**src/rtl/mst_pkg.sv**
```systemverilog
package mst_pkg;
    // control byte fields
    localparam int C_DTR  = 0;
    localparam int C_RTS  = 1;
    localparam int C_OUT1 = 2;
    localparam int C_OUT2 = 3;
    localparam int C_LOOP = 4;
    localparam logic [7:0] CTRL_KEEP = 8'h1F;

    // live nibble positions (status bit minus 4)
    localparam int L_CTS = 0;
    localparam int L_DSR = 1;
    localparam int L_RI  = 2;
    localparam int L_DCD = 3;
    localparam int LIVE_W = 4;

    typedef enum logic {
        LIVE_FIXED = 1'b0,
        LIVE_LOOP  = 1'b1
    } mst_mode_e;

    function automatic logic [LIVE_W-1:0] live_of(input logic [7:0] c);
        logic [LIVE_W-1:0] v;
        if (c[C_LOOP]) begin
            v[L_CTS] = c[C_RTS];
            v[L_DSR] = c[C_DTR];
            v[L_RI]  = c[C_OUT1];
            v[L_DCD] = c[C_OUT2];
        end else begin
            v = '0;
            v[L_DSR] = 1'b1;
            v[L_DCD] = 1'b1;
        end
        return v;
    endfunction
endpackage

```
**src/rtl/mst_live_map.sv**
```systemverilog
module mst_live_map
    import mst_pkg::*;
(
    input  logic [7:0]        ctrl,
    output logic [LIVE_W-1:0] loop_live,
    output logic [LIVE_W-1:0] fixed_live
);
    always_comb begin
        loop_live        = '0;
        loop_live[L_CTS] = ctrl[C_RTS];
        loop_live[L_DSR] = ctrl[C_DTR];
        loop_live[L_RI]  = ctrl[C_OUT1];
        loop_live[L_DCD] = ctrl[C_OUT2];
    end

    always_comb begin
        fixed_live        = '0;
        fixed_live[L_DSR] = 1'b1;
        fixed_live[L_DCD] = 1'b1;
    end
endmodule

```
**src/rtl/mst_delta_gen.sv**
```systemverilog
module mst_delta_gen
    import mst_pkg::*;
(
    input  logic [LIVE_W-1:0] old_live,
    input  logic [LIVE_W-1:0] new_live,
    output logic [LIVE_W-1:0] evt
);
    // level change on CTS, DSR, DCD; trailing edge only on RI
    for (genvar i = 0; i < LIVE_W; i++) begin : g_bit
        if (i == L_RI) begin : g_trail
            assign evt[i] = old_live[i] & ~new_live[i];
        end else begin : g_any
            assign evt[i] = old_live[i] ^ new_live[i];
        end
    end
endmodule

```
**src/rtl/mst_mode_fsm.sv**
```systemverilog
module mst_mode_fsm
    import mst_pkg::*;
#(
    parameter mst_mode_e RESET_MODE = LIVE_FIXED
) (
    input  logic      clk,
    input  logic      rst_n,
    input  logic      ctrl_wr,
    input  logic      loop_req,
    output mst_mode_e mode_q,
    output logic      next_is_loop
);
    mst_mode_e mode_d;

    always_ff @(posedge clk or negedge rst_n) begin
        if (!rst_n) mode_q <= RESET_MODE;
        else        mode_q <= mode_d;
    end

    always_comb begin
        mode_d = mode_q;
        unique case (mode_q)
            LIVE_FIXED: if (ctrl_wr && loop_req)  mode_d = LIVE_LOOP;   // ENTER_LOOP
            LIVE_LOOP:  if (ctrl_wr && !loop_req) mode_d = LIVE_FIXED;  // LEAVE_LOOP
            default:    mode_d = LIVE_FIXED;
        endcase
        next_is_loop = (mode_d == LIVE_LOOP);
    end
endmodule

```
**src/rtl/modem_status_gen.sv**
```systemverilog
module modem_status_gen
    import mst_pkg::*;
#(
    parameter logic [7:0] CTRL_RESET = 8'h00
) (
    input  logic       clk,
    input  logic       rst_n,
    input  logic       bus_wr,
    input  logic       bus_rd,
    input  logic       bus_sel,
    input  logic [7:0] bus_wdata,
    output logic [7:0] rdata,
    output logic [7:0] ctrl_out,
    output logic       delta_any
);
    localparam logic [7:0]        CTRL_INIT  = CTRL_RESET & CTRL_KEEP;
    localparam logic [LIVE_W-1:0] LIVE_INIT  = live_of(CTRL_INIT);
    localparam mst_mode_e         MODE_INIT  = CTRL_INIT[C_LOOP] ? LIVE_LOOP : LIVE_FIXED;

    logic [7:0]        ctrl_q;
    logic [7:0]        stat_q;
    logic              ctrl_wr;
    logic              stat_clr;
    logic [7:0]        ctrl_new;
    logic [LIVE_W-1:0] loop_live, fixed_live, live_new, evt;
    logic              next_is_loop;
    mst_mode_e         mode_q;

    assign ctrl_wr  = bus_wr & ~bus_sel;
    assign stat_clr = bus_rd & ~bus_wr & bus_sel;
    assign ctrl_new = bus_wdata & CTRL_KEEP;

    mst_live_map u_map (
        .ctrl       (ctrl_new),
        .loop_live  (loop_live),
        .fixed_live (fixed_live)
    );

    mst_mode_fsm #(.RESET_MODE(MODE_INIT)) u_fsm (
        .clk          (clk),
        .rst_n        (rst_n),
        .ctrl_wr      (ctrl_wr),
        .loop_req     (ctrl_new[C_LOOP]),
        .mode_q       (mode_q),
        .next_is_loop (next_is_loop)
    );

    assign live_new = next_is_loop ? loop_live : fixed_live;

    mst_delta_gen u_delta (
        .old_live (stat_q[7:4]),
        .new_live (live_new),
        .evt      (evt)
    );

    always_ff @(posedge clk or negedge rst_n) begin
        if (!rst_n) begin
            ctrl_q <= CTRL_INIT;
            stat_q <= {LIVE_INIT, 4'b0000};
        end else if (ctrl_wr) begin
            ctrl_q <= ctrl_new;
            stat_q <= {live_new, stat_q[3:0] | evt};
        end else if (stat_clr) begin
            stat_q[3:0] <= 4'b0000;
        end
    end

    assign rdata     = bus_sel ? stat_q : ctrl_q;
    assign ctrl_out  = ctrl_q;
    assign delta_any = |stat_q[3:0];
endmodule


```
**config.mk**
```make
export PLATFORM = sky130hd
export DESIGN_NAME = modem_status_gen
export DESIGN_NICKNAME = d
export VERILOG_FILES = /design/src/rtl/mst_pkg.sv /design/src/rtl/mst_live_map.sv /design/src/rtl/mst_delta_gen.sv /design/src/rtl/mst_mode_fsm.sv /design/src/rtl/modem_status_gen.sv
export SDC_FILE = /design/constraint.sdc
export NUM_CORES = 1
export LEC_CHECK = 0
export ABC_CLOCK_PERIOD_IN_PS = 1360
export BUFFER_PORTS_ARGS = -buffer_cell sky130_fd_sc_hd__buf_2
export CORE_UTILIZATION = 45
export DETAILED_ROUTE_END_ITERATION = 10
export PLACE_DENSITY = 0.76
export SYNTH_ARGS = -nofsm -noshare
export SYNTH_HDL_FRONTEND = slang
export SYNTH_SLANG_ARGS = --single-unit
```
**constraint.sdc**
```tcl
create_clock -name clk -period 1.36 [get_ports clk]
set_clock_uncertainty 0.15 [all_clocks]
set_input_delay 0.272 -clock clk [delete_from_list [all_inputs] [get_ports clk]]
set_output_delay 0.272 -clock clk [all_outputs]
set_load 0.05 [all_outputs]
```
# Yosys cells after proc, flatten, opt, wreduce, memory -nomap -nowiden
# Index checks and enable logic that the tools add are counted.
# Widths: inputs -> output; s select.
[word_totals] regBits=14 latch_bits=0 mem_bits_rw=0 mem_bits_ro=0 input_bits=13 output_inout_bits=17 word_cells=28 memories=0
[op_classes] n_addsub=0 mul=0 div=0 order_cmp=0 n_eq_ne=0 shift=0 n_mux=7 bitwise=12 n_reduce_logical=5
[ops] operator="$mux 4" count=3
[ops] operator="$mux 8" count=1
[ops] operator="$and 1x1->1" count=4
[ops] operator="$not 1->1" count=4
[ops] operator="$or 4x4->4" count=1
[ops] operator="$reduce_or 4->1" count=1
[ops] operator="$xor 1x1->1" count=3
[ops] operator="$logic_and 1x1->1" count=2
[ops] operator="$mux 1" count=2
[ops] operator="$pmux 1 s2" count=1
[ops] operator="$reduce_bool 2->1" count=1
[ops] operator="$logic_not 1->1" count=1

# Longest topological paths before layout
[logic_depth] depth_word=10 depth_mapped=5 ltp_nobuf=3

# By module
# Synthesis repeated with hierarchy kept, for this count alone.
[hier_totals] hier_cells=67 area_unflattened_um2=850.8
[modules_own_cells] module="modem_status_gen" instances=1 cells_each=51 area_each_um2=710.7 seq_area_each_um2=327.8
[modules_own_cells] module="mst_live_map" instances=1 cells_each=10 area_each_um2=67.6 seq_area_each_um2=0.0
[modules_own_cells] module="mst_mode_fsm" instances=1 cells_each=2 area_each_um2=40.0 seq_area_each_um2=25.0
[modules_own_cells] module="mst_delta_gen" instances=1 cells_each=4 area_each_um2=32.5 seq_area_each_um2=0.0

# Least setup slack after synthesis
# Ideal clock, no wire load.
[synth_timing] path_type="reg2out" startpoint="register stat_q[2]" endpoint="output port delta_any" arrival_ps=1142 required_time_ps=938 path_slack_ps=-204 stages_incl_launch_ff=2 path_buffers=0 path_cell_list="dfrtp_1 or4_1"
[synth_between] elab_chain_len=1
[synth_rtl] item="start: declaration" line_no="modem_status_gen.sv:21" source="logic [7:0] stat_q;"
[synth_rtl] item="start signal: assignment" line_no="modem_status_gen.sv:59" source="stat_q <= {LIVE_INIT, 4'b0000};"
[synth_rtl] item="start signal: assignment" line_no="modem_status_gen.sv:62" source="stat_q <= {live_new, stat_q[3:0] | evt};"
[synth_rtl] item="$reduce_or 4->1" line_no="modem_status_gen.sv:70" source="assign delta_any = |stat_q[3:0];"
[synth_rtl] item="end: declaration" line_no="modem_status_gen.sv:14" source="output logic delta_any"
# No other way between the ends.

# Final worst setup path
[layout_timing] startpoint="register stat_q[1]" endpoint="output port delta_any"
# The elaborated chain is that of the path after synthesis.

==> flow_summary.yaml <==
worst_setup_path:
  max_stage_delay_ns: 0.52
  timing.rr.end: "stat_q[1]"
  arrival_ns: 1.36
  endpoint_kind: "output port"
  crit_fanout: 2
  worstPathRequired_ns: 0.94
  worst-r2r-cell-count: 3
  cp-endpoint: "delta_any"
  path_cells: "or4_4 > buf_8"
  start_kind: "flop"
  cp-startpoint: "stat_q[1]"
  reg2reg_from: "stat_q[5]"
  ff2ff_setup_slack_ns: 0.23
  cpMaxStageDelayCell: "or4_4"
  critPathKind: "flop to output port"
final_layout:
  num_antenna_cells: 0
  final_nets: 119
  final_common_cell: "buf_4"
  stdcell_count: 120
  fillers: 81
  area_growth_pct: 61.00
  mostFrequentLayoutCells: "13 x buf_4, 9 x buf_2, 9 x buf_8"
  drive_gt1_share_pct: 63.81
  stdcell_area_mm2: 0.001126
grt:
  grt_pass1_wl_mm: 2.697
  grt_pass1_vias: 619
  track_usage_pct: 20.27
  grt_antenna_before_repair: 0
  grt_max_degree: 14
  overflow: 0
place:
  dpl.hpwl_mm: 1.058
  place_area_um2: 895.9
  dp_slack_ns: -0.1741
  portBuffers: 23
  place.gp.congestion: 0.7165
  dp.cells: 108
run_status:
  violations: "setup timing"
  outcome: "complete, but fails checks"
yosys:
  netlist_area_um2: 699.4
  yosys.area.top_type: "dfrtp_1"
  synthCells: 63
  yosys_warnings: 0
  seq_area_frac_synth_pct: 46.87
  synth_cell_type_count: 21
  synth_top_area_share_pct: 39.36
  synth_area_leaders: "dfrtp_1 39%, mux2_4 8.6%, mux2_2 8.1%, dfstp_2 7.5%, buf_4 4.3%"
  synth_area_per_cell_um2: 11.10
  synth_seq_cells: 13
clock_tree:
  clockRootBuffer: "clkbuf_4"
  ctsHtreeMaxLevel: 1
  cts_tree: "yes"
  clock-sinks: 13
  clock_latency_ns: 0.27
  numCtsBuffers: 3
  cts.reportedPaths.clkPinSlew_ns: 0.08
  clockBufferDepth: 2
detailed_routing:
  ant_nets: 0
  drc: 0
  route.detailed.wl_per_inst_um: 13.01
  vias: 604
  drt_iter0_drc: 12
  viasPerCell: 5.033
  drt_wl_total_mm: 1.561
  drt-pass1-iter-count: 4
floorplanning:
  initial_core_util_pct: 51.19
  die_h_um: 41.43
  die_x_um: 41.43
  io_pins: 30
  rows: 13
  core_mm2: 0.001366
  die-area_mm2: 0.001716
pwr:
  p_leak_nw: 0.5678
  power_density_mw_per_mm2: 1295
  ir_worst_vdd_mv: 0.6989
sta:
  min_period_ns: 1.785
  drv_slew: 0
  period_share_pct: 131.3
  setup_viol: 10
  hold_viol: 0
  max_freq_ghz: 0.5602
  finalSetupTns_ns: -1.986
  hold_slack_ns: 0.08873
  fin_ws_ns: -0.4251
  rsz0062_at_grt: "yes"
hold_path:
  hp-start: "bus_wdata[0]"
  hold_path_class: "primary input to flop"
job:
  cap_viol_max_count: 0
kinds of logic (layout without fill, tap and decap cells):
logic type	count (synthesis)	count (layout)	share of synthesized area, %
and+or+nand+nor	16	16	11.45
AOI/OAI and AO/OA	13	13	12.16
DFF	13	13	46.87
muxes	9	9	16.64
buffers and inverters	8	48	8.587
xor gates and xnor gates	3	3	3.757
other	1	3	0.5362
synthesized netlist by cell type:
master / n
and2_1: 3
buf_4: 4
conb_1: 1
or4_1: 1
mux2_2: 5
o21ai_0: 4
nand2b_1: 1
dfstp_2: 2
nor2b_1: 2
o31ai_1: 3
inv_1: 2
a31oi_1: 1
mux2_4: 4
o21ai_1: 1
o21ai_2: 3
nand2_1: 8
buf_6: 2
xor2_1: 3
dfrtp_1: 11
nand3_1: 1
a21oi_1: 1
registers in the layout, summed over array words and instances, names as in the netlist:
name / cells
ctrl_out: 5
stat_q: 8
per-stage QoR:
step,utilization (%),power (mW)
floorplan,-,0.8924
detailed placement,65.57,1.038
global route,82.42,1.525
global placement,65.57,1.028
finish,82.42,1.458
CTS,80.59,1.446
cell type report:
cell class	count	area, um2	share of cell area [%]
well taps	15	18.77	1.667
flip-flops and latches	13	334.1	29.67
inverters	2	7.507	0.6667
repair buffers	42	394.1	35.00
multi-input cells	44	345.3	30.67
clock buffers	4	26.28	2.333
power breakdown:
part           internal [mW]  total [mW]  switching, mW  leakage (nW)
combinational          0.335       0.722          0.387         0.403
clock                  0.114       0.241          0.127        0.0150
sequential             0.454       0.495         0.0409         0.150
layer usage:
layer / part of all wire (%) / up-vias / GRT usage, %
li1: - / 293 / -
met1: 46 / 282 / 25.00
met2: 48 / 25 / 34.38
met3: 5.3 / 4 / 4.348
met4: 1.2 / 0 / 7.742
met5: 0 / - / 0
worst max-delay path: cells and delay by family (launching register included):
family	cells	cell delay [ns]
buffers and inverters	1	0.16
and+or+nand+nor	1	0.52
DFF	1	0.40
worst min-delay path by stage:
stage | end | slack, ns | cells past startpoint
floorplan | ctrl_out[0] | -0.17 | 0
global placement | stat_q[3] | 0.02 | 1
detailed placement | stat_q[2] | 0.02 | 1
CTS | ctrl_out[0] | 0.08 | 2
global route | ctrl_out[2] | 0.09 | 2
finish | ctrl_out[0] | 0.09 | 2
repair_timing:
item                                    4_1_cts  5_1_grt
setup buffers                                 7        2
hold endpoints to repair                     13        0
resized for setup                            38        6
hold buffers                                  1        0
pin swaps                                     3        0
endpoints found under the setup margin        9       13
No activity file was read; power rests on OpenSTA's default activity.
